$ cat config.mk
export PLATFORM = sky130hd
export DESIGN_NAME = tri_span_raster
export DESIGN_NICKNAME = d
export VERILOG_FILES = /design/src/rtl/tri_raster_pkg.sv /design/src/rtl/tri_edge_walker.sv /design/src/rtl/tri_span_gen.sv /design/src/rtl/tri_span_raster.sv
export SDC_FILE = /design/constraint.sdc
export NUM_CORES = 1
export LEC_CHECK = 0
export ABC_AREA = 1
export BUFFER_PORTS_ARGS = -buffer_cell sky130_fd_sc_hd__buf_2
export CAP_MARGIN = 15
export CORE_UTILIZATION = 25
export DETAILED_ROUTE_END_ITERATION = 10
export PLACE_DENSITY = 0.45
export SETUP_SLACK_MARGIN = 0.05
export SLEW_MARGIN = 5
export SYNTH_ARGS = -nofsm -noshare
export SYNTH_HDL_FRONTEND = slang
export SYNTH_HIERARCHICAL = 1
export SYNTH_SLANG_ARGS = --single-unit
$ cat constraint.sdc
create_clock -name clk -period 4.55 [get_ports clk]
set_input_delay 0.2275 -clock clk [delete_from_list [all_inputs] [get_ports clk]]
set_output_delay 0.2275 -clock clk [all_outputs]
set_load 0.01 [all_outputs]
$ cat src/rtl/tri_raster_pkg.sv
package tri_raster_pkg;
  localparam int CW = 12;
  localparam int EW = CW + 3;

  typedef logic signed [CW-1:0] coord_t;
  typedef logic signed [EW-1:0] err_t;

  typedef enum logic [1:0] {S_IDLE, S_SCAN, S_SPAN} rstate_e;

  typedef struct packed {
    err_t err;
    logic xmove;
    logic ymove;
  } bres_t;

  localparam coord_t C_ONE = coord_t'(1);
  localparam coord_t C_MAX = {1'b0, {(CW-1){1'b1}}};
  localparam coord_t C_MIN = {1'b1, {(CW-1){1'b0}}};

  function automatic err_t abs_diff(coord_t to, coord_t from);
    err_t d;
    d = err_t'(to) - err_t'(from);
    return (d < 0) ? -d : d;
  endfunction

  // One step of the integer error tracer.
  function automatic bres_t bres_step(err_t err, err_t dx, err_t dy);
    bres_t r;
    err_t  e2;
    e2      = err <<< 1;
    r.xmove = (e2 >= -dy);
    r.ymove = (e2 <= dx);
    r.err   = err - (r.xmove ? dy : err_t'(0)) + (r.ymove ? dx : err_t'(0));
    return r;
  endfunction

  function automatic coord_t cmin(coord_t a, coord_t b);
    return (a < b) ? a : b;
  endfunction

  function automatic coord_t cmax(coord_t a, coord_t b);
    return (a > b) ? a : b;
  endfunction

  function automatic logic in_run(coord_t v, coord_t lo, coord_t hi);
    return (v >= lo) && (v <= hi);
  endfunction

  // Next X in a row; in outline rows a gap between the two edge runs is skipped.
  function automatic coord_t next_pixel(coord_t x, coord_t l1, coord_t r1,
                                        coord_t l2, coord_t r2, logic edges_only);
    coord_t nx;
    nx = x + C_ONE;
    if (edges_only && !in_run(nx, l1, r1) && !in_run(nx, l2, r2))
      nx = cmax(l1, l2);
    return nx;
  endfunction
endpackage

$ cat src/rtl/tri_edge_walker.sv
module tri_edge_walker import tri_raster_pkg::*; (
  input  logic   clk,
  input  logic   rst_n,
  input  logic   load,
  input  coord_t x0,
  input  coord_t y0,
  input  coord_t x1,
  input  coord_t y1,
  input  logic   adv,
  output coord_t cur_x,
  output coord_t cur_y,
  output logic   at_end
);
  coord_t ex, ey;
  err_t   err, dx, dy;
  logic   sx_neg;
  bres_t  st;

  assign at_end = (cur_x == ex) && (cur_y == ey);
  assign st     = bres_step(err, dx, dy);

  always_ff @(posedge clk) begin
    if (!rst_n) begin
      cur_x  <= '0;
      cur_y  <= '0;
      ex     <= '0;
      ey     <= '0;
      err    <= '0;
      dx     <= '0;
      dy     <= '0;
      sx_neg <= 1'b0;
    end else if (load) begin
      cur_x  <= x0;
      cur_y  <= y0;
      ex     <= x1;
      ey     <= y1;
      dx     <= abs_diff(x1, x0);
      dy     <= err_t'(y1) - err_t'(y0);
      err    <= abs_diff(x1, x0) - (err_t'(y1) - err_t'(y0));
      sx_neg <= (x1 < x0);
    end else if (adv && !at_end) begin
      if (st.xmove) cur_x <= sx_neg ? (cur_x - C_ONE) : (cur_x + C_ONE);
      if (st.ymove) cur_y <= cur_y + C_ONE;
      err <= st.err;
    end
  end
endmodule

$ cat src/rtl/tri_span_gen.sv
module tri_span_gen import tri_raster_pkg::*; (
  input  logic   clk,
  input  logic   rst_n,
  input  logic   span_go,
  input  coord_t left,
  input  coord_t right,
  input  coord_t l1,
  input  coord_t r1,
  input  coord_t l2,
  input  coord_t r2,
  input  logic   edges_only,
  input  logic   ready,
  output logic   valid,
  output coord_t x,
  output logic   last
);
  logic active;

  assign valid = active;
  assign last  = (x == right);

  always_ff @(posedge clk) begin
    if (!rst_n) begin
      active <= 1'b0;
      x      <= '0;
    end else if (span_go) begin
      active <= 1'b1;
      x      <= left;
    end else if (active && ready) begin
      if (last) active <= 1'b0;
      else      x <= next_pixel(x, l1, r1, l2, r2, edges_only);
    end
  end
endmodule

$ cat src/rtl/tri_span_raster.sv
module tri_span_raster import tri_raster_pkg::*; (
  input  logic                 clk,
  input  logic                 rst_n,
  input  logic                 start,
  input  logic                 outline,
  input  logic signed [CW-1:0] ax,
  input  logic signed [CW-1:0] ay,
  input  logic signed [CW-1:0] bx,
  input  logic signed [CW-1:0] by,
  input  logic signed [CW-1:0] cx,
  input  logic signed [CW-1:0] cy,
  input  logic                 pix_ready,
  output logic                 busy,
  output logic                 pix_valid,
  output logic signed [CW-1:0] pix_x,
  output logic signed [CW-1:0] pix_y,
  output logic                 done
);
  localparam int NW = 2;  // walker 0: short edge, walker 1: long edge

  rstate_e state;
  coord_t  row, ay_q, bx_q, by_q, cx_q, cy_q;
  logic    outline_q, seg;
  logic    fin [NW];
  coord_t  lo  [NW];
  coord_t  hi  [NW];

  coord_t  wx [NW];
  coord_t  wy [NW];
  coord_t  lx0 [NW];
  coord_t  ly0 [NW];
  coord_t  lx1 [NW];
  coord_t  ly1 [NW];
  logic    wend [NW];
  logic    wload [NW];
  logic    wadv [NW];
  logic    act [NW];

  logic    start_go, seg_switch, row_ready, row_accept_last, final_accept;
  logic    edges_only, span_last;
  coord_t  left, right;

  assign start_go = (state == S_IDLE) && start;

  genvar g;
  generate
    for (g = 0; g < NW; g++) begin : g_walk
      assign act[g]  = (state == S_SCAN) && !fin[g] && (wy[g] == row);
      assign wadv[g] = act[g] && !wend[g];
      tri_edge_walker u_walk (
        .clk    (clk),
        .rst_n  (rst_n),
        .load   (wload[g]),
        .x0     (lx0[g]),
        .y0     (ly0[g]),
        .x1     (lx1[g]),
        .y1     (ly1[g]),
        .adv    (wadv[g]),
        .cur_x  (wx[g]),
        .cur_y  (wy[g]),
        .at_end (wend[g])
      );
    end
  endgenerate

  // short edge reaches B: reload it onto B->C
  assign seg_switch = act[0] && wend[0] && !seg;

  always_comb begin
    wload[0] = start_go || seg_switch;
    if (start_go && (ay != by)) begin
      lx0[0] = ax;  ly0[0] = ay;  lx1[0] = bx;  ly1[0] = by;
    end else if (start_go) begin
      lx0[0] = bx;  ly0[0] = by;  lx1[0] = cx;  ly1[0] = cy;
    end else begin
      lx0[0] = bx_q; ly0[0] = by_q; lx1[0] = cx_q; ly1[0] = cy_q;
    end
    wload[1] = start_go;
    lx0[1] = ax;  ly0[1] = ay;  lx1[1] = cx;  ly1[1] = cy;
  end

  assign row_ready  = (state == S_SCAN) && !act[0] && !act[1];
  assign left       = cmin(lo[0], lo[1]);
  assign right      = cmax(hi[0], hi[1]);
  assign edges_only = outline_q && (row != ay_q) && (row != cy_q);

  tri_span_gen u_span (
    .clk        (clk),
    .rst_n      (rst_n),
    .span_go    (row_ready),
    .left       (left),
    .right      (right),
    .l1         (lo[0]),
    .r1         (hi[0]),
    .l2         (lo[1]),
    .r2         (hi[1]),
    .edges_only (edges_only),
    .ready      (pix_ready),
    .valid      (pix_valid),
    .x          (pix_x),
    .last       (span_last)
  );

  assign pix_y           = row;
  assign busy            = (state != S_IDLE);
  assign row_accept_last = (state == S_SPAN) && pix_valid && pix_ready && span_last;
  assign final_accept    = row_accept_last && (row == cy_q);

  always_ff @(posedge clk) begin
    if (!rst_n) begin
      state     <= S_IDLE;
      row       <= '0;
      ay_q      <= '0;
      bx_q      <= '0;
      by_q      <= '0;
      cx_q      <= '0;
      cy_q      <= '0;
      outline_q <= 1'b0;
      seg       <= 1'b0;
      done      <= 1'b0;
      for (int i = 0; i < NW; i++) begin
        fin[i] <= 1'b0;
        lo[i]  <= C_MAX;
        hi[i]  <= C_MIN;
      end
    end else begin
      done <= 1'b0;
      case (state)
        S_IDLE: if (start) begin
          row       <= ay;
          ay_q      <= ay;
          bx_q      <= bx;
          by_q      <= by;
          cx_q      <= cx;
          cy_q      <= cy;
          outline_q <= outline;
          seg       <= (ay == by);
          for (int i = 0; i < NW; i++) begin
            fin[i] <= 1'b0;
            lo[i]  <= C_MAX;
            hi[i]  <= C_MIN;
          end
          state <= S_SCAN;
        end
        S_SCAN: begin
          for (int i = 0; i < NW; i++) begin
            if (act[i]) begin
              lo[i] <= cmin(lo[i], wx[i]);
              hi[i] <= cmax(hi[i], wx[i]);
              if (wend[i] && !((i == 0) && !seg)) fin[i] <= 1'b1;
            end
          end
          if (seg_switch) seg <= 1'b1;
          if (row_ready) state <= S_SPAN;
        end
        S_SPAN: if (row_accept_last) begin
          if (final_accept) begin
            done  <= 1'b1;
            state <= S_IDLE;
          end else begin
            row <= row + C_ONE;
            for (int i = 0; i < NW; i++) begin
              lo[i] <= C_MAX;
              hi[i] <= C_MIN;
            end
            state <= S_SCAN;
          end
        end
        default: state <= S_IDLE;
      endcase
    end
  end
endmodule

==> results of run 1 <==
## how the worst max path moves through the flow
stage	slack (ns)	cells past startpoint	from	endpoint
finish	-0.1	33	state[1]	g_walk[0].u_walk/err[11]
global route	-0.39	36	g_walk[0].u_walk/dy[0]	g_walk[0].u_walk/err[10]
CTS	-0.10	32	state[0]	g_walk[0].u_walk/err[13]
detailed placement	-0.48	37	ay[11]	g_walk[0].u_walk/err[13]
global placement	-0.45	30	by[9]	g_walk[0].u_walk/err[13]
floorplan	0.03	37	g_walk[1].u_walk/dy[1]	g_walk[1].u_walk/err[10]
## report_power, final
group	internal, mW	total (mW)	switching [mW]
combinational	13.9	29.4	15.5
clock	2.05	3.53	1.48
sequential	3.53	4.33	0.795
## logic make-up after synthesis
group                    after synthesis
AO/OA/AOI/OAI                        701
XOR/XNOR                             213
adder cells (fa/ha/maj)              351
buffers and inverters                802
flip-flops                           322
multiplexers                          28
AND/OR/NAND/NOR                     1863
## critical path: cells and delay by family (launching register included)
family                   cells  cell delay (ns)
XOR/XNOR                     2             0.39
AND/OR/NAND/NOR             11             1.01
adder cells (fa/ha/maj)      2             0.48
buffers and inverters       12             1.37
AO/OA/AOI/OAI                5             0.71
multiplexers                 1             0.24
flip-flops                   1             0.33
## registers in the layout, indices dropped and copies added, names as in the netlist, 24 cells and up
name,cells
lo,24
g_walk.u_walk/ex,24
g_walk.u_walk/dy,26
g_walk.u_walk/cur_y,24
g_walk.u_walk/dx,30
g_walk.u_walk/ey,24
hi,24
g_walk.u_walk/cur_x,24
g_walk.u_walk/err,28
## layout make-up
type                    instances  area [µm²]
clock inverters                15         159
multi-input cells            3156       20500
diodes                          4        10.0
fillers                     12400       76000
well taps                    1512        1890
inverters                     676        2560
flip-flops and latches        322        6950
clock buffers                  62        1260
repair buffers                680        5250
## what timing repair did
action / CTS / global route
setup endpoints to repair: 21 / 81
hold buffers: 43 / 0
gates resized for setup: 235 / 209
endpoints found under the hold margin: 49 / 0
setup buffers: 71 / 25
gates cloned: 1 / 2
pin swaps: 128 / 136
## placed cells by master, fill, tap and decap left out, types with 11 or more instances in the layout
| master | n |
|---|---|
| o21ai_0 | 157 |
| nand3_4 | 11 |
| o21ai_2 | 15 |
| nor3_1 | 31 |
| xor2_2 | 14 |
| inv_2 | 57 |
| ha_1 | 276 |
| a22o_1 | 18 |
| edfxtp_1 | 50 |
| o21bai_1 | 12 |
| a21oi_1 | 242 |
| nand2_1 | 972 |
| fa_1 | 29 |
| or2_2 | 22 |
| xor2_1 | 116 |
| dlygate4sd3_1 | 43 |
| xnor2_1 | 76 |
| o21ai_1 | 40 |
| nor2_4 | 24 |
| buf_6 | 40 |
| ha_4 | 40 |
| mux2i_1 | 15 |
| dfxtp_1 | 266 |
| nand4_1 | 69 |
| buf_2 | 102 |
| clkbuf_16 | 44 |
| a21oi_2 | 43 |
| nand3_1 | 228 |
| buf_4 | 484 |
| a21o_1 | 13 |
| inv_1 | 610 |
| o22ai_1 | 44 |
| nand3b_1 | 11 |
| a22oi_1 | 13 |
| nor2_1 | 334 |
| nand2_2 | 48 |
| a31oi_1 | 56 |
| nor2_2 | 34 |
| nand3_2 | 32 |
## metal layers
metal  vias to the layer above  share of wire [%]  global-route usage (%)
met4                         0                2.2                    5.01
met1                     13900                 48                    26.2
met2                       603                 46                    31.6
li1                      15200                  -                       -
met5                         -                  0                       0
met3                       123                3.9                    1.84
## stage by stage
| stage | total power, mW | instance area [µm²] | std cells | setup WS, ns | utilization, % |
|---|---|---|---|---|---|
| 2_1_floorplan | 17.5 | 29000 | 4280 | 0.0316 | - |
| 3_3_place_gp | 28.0 | 34200 | 6215 | -0.452 | 29.8 |
| 3_5_place_dp | 28.0 | 34200 | 6215 | -0.483 | 29.8 |
| 4_1_cts | 35.1 | 37600 | 6405 | -0.102 | 32.8 |
| 5_1_grt | 40.5 | 38600 | 6425 | -0.389 | 33.7 |
| 6_report | 37.2 | 38600 | 6427 | -0.0967 | 33.7 |
==> reports/qor.yml, run 1 <==
synthesis:
  synthAdderAreaFrac_pct: 16.0
  synth_mux_area_share_pct: 0.967
  synth_compound_area_share_pct: 13.6
  synth_fp_nets: 4708
  synthCells: 4280
  synth_top_area_cell: "dfxtp_1"
  ys_seq_elements: 322
  yosys.cell_count.top_type: "nand2_1"
  yosysUniqueCellTypes: 66
  synth-xor-area-share_pct: 6.67
  synth.cell_area_mm2: 0.0290
  yosys-top-cells-area: "dfxtp_1 (19%), ha_1 (14%), nand2_1 (13%)"
  ys_seq_area_share_pct: 24.0
  yosysTopAreaCellShare_pct: 18.8
  yosysWarnings: 6
  async_reset_ff_share_pct: 0
  synth-simple-area-share_pct: 27.6
  syn_avg_cell_area_um2: 6.77
  synth_common_cells: "nand2_1 (1,011), inv_1 (648), nor2_1 (375)"
  synth-main-ff-cell: "dfxtp_1"
  synth_edf_count: 50
  synth_top_family_by_area: "simple AND/OR/NAND/NOR gates"
grt:
  antenna_found_initial: 3
  grt_use_total_pct: 19.1
  grt_pass1_wl_mm: 173
  grt_pass1_vias: 29000
  grt_max_degree: 55
  grt_remaining_overflow: 0
timing:
  fmax_mhz: 215
  timing.final.crit_period_ns: 4.65
  slew_headroom_pct: 38.5
  hold_viol_final: 0
  slew_violations: 0
  setup_ws_ns: -0.0967
  setup_tns_ns: -0.225
  fin_crit_sh_pct: 102
  skew_ns: 0.0420
  worst_slew_pin_slew_ns: 0.921
  holdWs_ns: 0.0528
  setup_violations: 4
  rsz0062_at_grt: "yes"
setup_path:
  r2r_end: "g_walk[0].u_walk/err[11]"
  crit_top_cell: "buf_6"
  setup.worst_path.end_class: "flop"
  worstPathMaxFanout: 7
  cp.required_ns: 5.07
  rrSetupSlack_ns: -0.1
  max_stage_delay_ns: 0.33
  start_kind: "flop"
  criticalPathCategory: "reg -> reg"
  rr_startpoint: "state[1]"
  reg2regPathDepth: 33
  crit_slowest_cell: "dfxtp_2"
  arrival_ns: 5.16
die:
  coreArea_mm2: 0.115
  die_w_um: 342
  start_util_pct: 25.3
  pin_count: 104
  dieArea_mm2: 0.117
  rows: 124
  dieHeight_um: 342
detailed_routing:
  drt_pass1_iterations: 10
  num_vias: 29800
  wl_per_cell_um: 17.7
  first_iter_violations: 1876
  drc: 14
  ant_nets: 0
  wl_mm: 114
  via_per_inst: 4.63
pwr:
  vdd_drop_max_mv: 1.01
  p_leak_nw: 18.8
  cellPowerDensity_mw_per_mm2: 963
cts:
  cts.sinks: 322
  htreeDepth: 2
  numCtsBuffers: 44
  clockBufferDepth: 3
  insertion_delay_ns: 0.63
  clk_pin_slew_worst_paths_ns: 0.06
  cts_tree: "done"
  cts_root_buf: "clkbuf_16"
final_layout:
  finish.net_count: 5308
  layout-drive-gt1-share_pct: 23.1
  areaGrowthSynthToFinish_pct: 33.3
placement:
  port_buffers: 103
  hpwl_mm: 89.2
  place.gp.congestion: 0.875
hold_path:
  hp-class: "in -> reg"
  hp-start: "ay[2]"
  min_path_cells: 4
  whs_endpoint: "ay_q[2]"
run_status:
  status: "complete, but fails checks"
  violations: "design-rule violations, negative setup slack"
run:
  maxCapViolCount: 0
Power figures use the tool's default switching activity.
==> run 2, diff against run 1 <==
CORE_ASPECT_RATIO = 1.4   (was default)
CORE_UTILIZATION = 58   (was 25)
PLACE_DENSITY = 0.83   (was 0.45)
==> reports/qor.yml, run 2 (synthesized netlist as in run 1, its figures left out) <==
final_layout:
  final_common_cell: "nand2_1"
  max_flop_register: "g_walk.u_walk/dx"
  finish.net_count: 5193
  largestRegisters: "g_walk.u_walk/dx (30), g_walk.u_walk/err (28), g_walk.u_walk/dy (26)"
  areaGrowthSynthToFinish_pct: 24.8
  largest_reg_flops: 30
  num-fill-cells: 3690
  layout.area.seq_mm2: 0.00695
  fin_cells: 5437
  multi_input_area_mm2: 0.0204
  layout-drive-gt1-share_pct: 21.5
  final_cell_mix: "nand2_1 (972), inv_1 (611), buf_4 (422), nor2_1 (333), ha_1 (282)"
die:
  start_util_pct: 59.0
  die_w_um: 191
  coreArea_mm2: 0.0491
  dieArea_mm2: 0.0509
  rows: 96
  pin_count: 104
  dieHeight_um: 266
cts:
  clockBufferDepth: 3
  htreeDepth: 2
  cts.sinks: 322
  clk_pin_slew_worst_paths_ns: 0.06
  insertion_delay_ns: 0.56
  cts_root_buf: "clkbuf_16"
  numCtsBuffers: 35
  cts_tree: "done"
grt:
  grt_pass1_wl_mm: 168
  grt_pass1_vias: 31300
  antenna_found_initial: 13
  grt_max_degree: 54
  grt_use_total_pct: 43.1
  grt_remaining_overflow: 0
setup_path:
  arrival_ns: 5.76
  criticalPathCategory: "reg -> reg"
  cp.required_ns: 5.06
  crit_top_cell: "nand3_1"
  worstPathMaxFanout: 6
  max_stage_delay_ns: 0.46
  reg2regPathDepth: 33
  crit_slowest_cell: "fa_1"
  start_kind: "flop"
  setup.worst_path.end_class: "flop"
placement:
  hpwl_mm: 80.7
  port_buffers: 103
  place.gp.congestion: 1.04
  pre_cts_ws_ns: -0.639
  dp.cells: 5299
timing:
  setup_violations: 23
  worst_slew_pin_slew_ns: 1.06
  slew_headroom_pct: 29.5
  timing.final.crit_period_ns: 5.25
  slew_violations: 0
  hold_viol_final: 0
  setup_ws_ns: -0.702
  rsz0062_at_grt: "yes"
  skew_ns: 0.0138
  fin_crit_sh_pct: 115
  fmax_mhz: 190
detailed_routing:
  ant_nets: 0
  drt_pass1_iterations: 10
  wl_per_cell_um: 21.1
  via_per_inst: 5.97
  first_iter_violations: 2733
  num_vias: 32500
  wl_mm: 115
  drc: 0
run:
  maxCapViolCount: 0
hold_path:
  hp-class: "in -> reg"
  min_path_cells: 3
run_status:
  status: "complete, but fails checks"
  violations: "negative setup slack"
-- run 2: changes by cell type in the layout (fill, tap and decap cells not counted), sizes merged --
cell,before,now
clkinvlp,2,3
bufinv,2,4
clkbuf,62,50
diode,4,9
inv,674,671
buf,637,561
dlygate4sd3,43,11
-- run 2: routing by layer --
metal / track usage, % / vias up / share of wire [%] / wire [µm]
met3: 11.8 / 883 / 9.6 / 11100
met2: 73.0 / 1890 / 46 / 53200
met5: 0 / - / 0.051 / 58
met4: 46.1 / 10 / 13 / 15200
li1: - / 14900 / - / -
met1: 40.0 / 14800 / 31 / 35200
-- run 2: timing repair --
action,CTS,global route
setup buffers,30,34
setup endpoints to repair,24,93
hold buffers,11,0
hold endpoints to repair,11,0
gates cloned,0,1
pin swaps,93,134
resized for setup,190,233
-- run 2: cell type report --
class,count,area share (%)
clock buffer,48,2.79
inverter,676,7.08
sequential,322,19.2
timing repair buffer,574,11.7
multi-input combinational,3156,56.4
tap,637,2.20
antenna,9,0.0623
clock inverter,15,0.495
-- run 2: worst max-delay path, delay by kind of cell, from the launching register on --
| kind | cells | cell delay (ns) |
|---|---|---|
| adders and majority gates | 4 | 1.09 |
| and+or+nand+nor | 17 | 2.12 |
| AOI/OAI and AO/OA | 4 | 0.65 |
| buffers and inverters | 7 | 0.81 |
| DFF | 1 | 0.34 |
| xor gates and xnor gates | 1 | 0.15 |
-- run 2: path summary, 6_finish.rpt --
kind	startpoint	to	slack [ns]
max	g_walk[0].u_walk/dy[0]	g_walk[0].u_walk/err[13]	-0.70
min reg2reg	g_walk[1].u_walk/dx[14]	g_walk[1].u_walk/dx[14]	0.44
min	bx[10]	bx_q[10]	0.01
max reg2reg	g_walk[0].u_walk/dy[0]	g_walk[0].u_walk/err[13]	-0.70
-- run 2: metrics by stage --
stage / area, µm² / TNS (ns) / util [%] / hold WS, ns
final: 36200 / -8.83 / 73.6 / 0.0133
after global routing: 36200 / -12.35 / 73.6 / 0.0177
after CTS: 34900 / -1.40 / 71.1 / 0.000867
after detailed placement: 32700 / -8.31 / 66.6 / 0.435
after global placement: 32700 / -5.36 / 66.6 / 0.428
after floorplan: 29000 / 0 / - / 0.340
Power of run 2 is left out: the tool's default activity adds up to more than one toggle a clock period on the data nets, which glitch-free logic cannot reach.
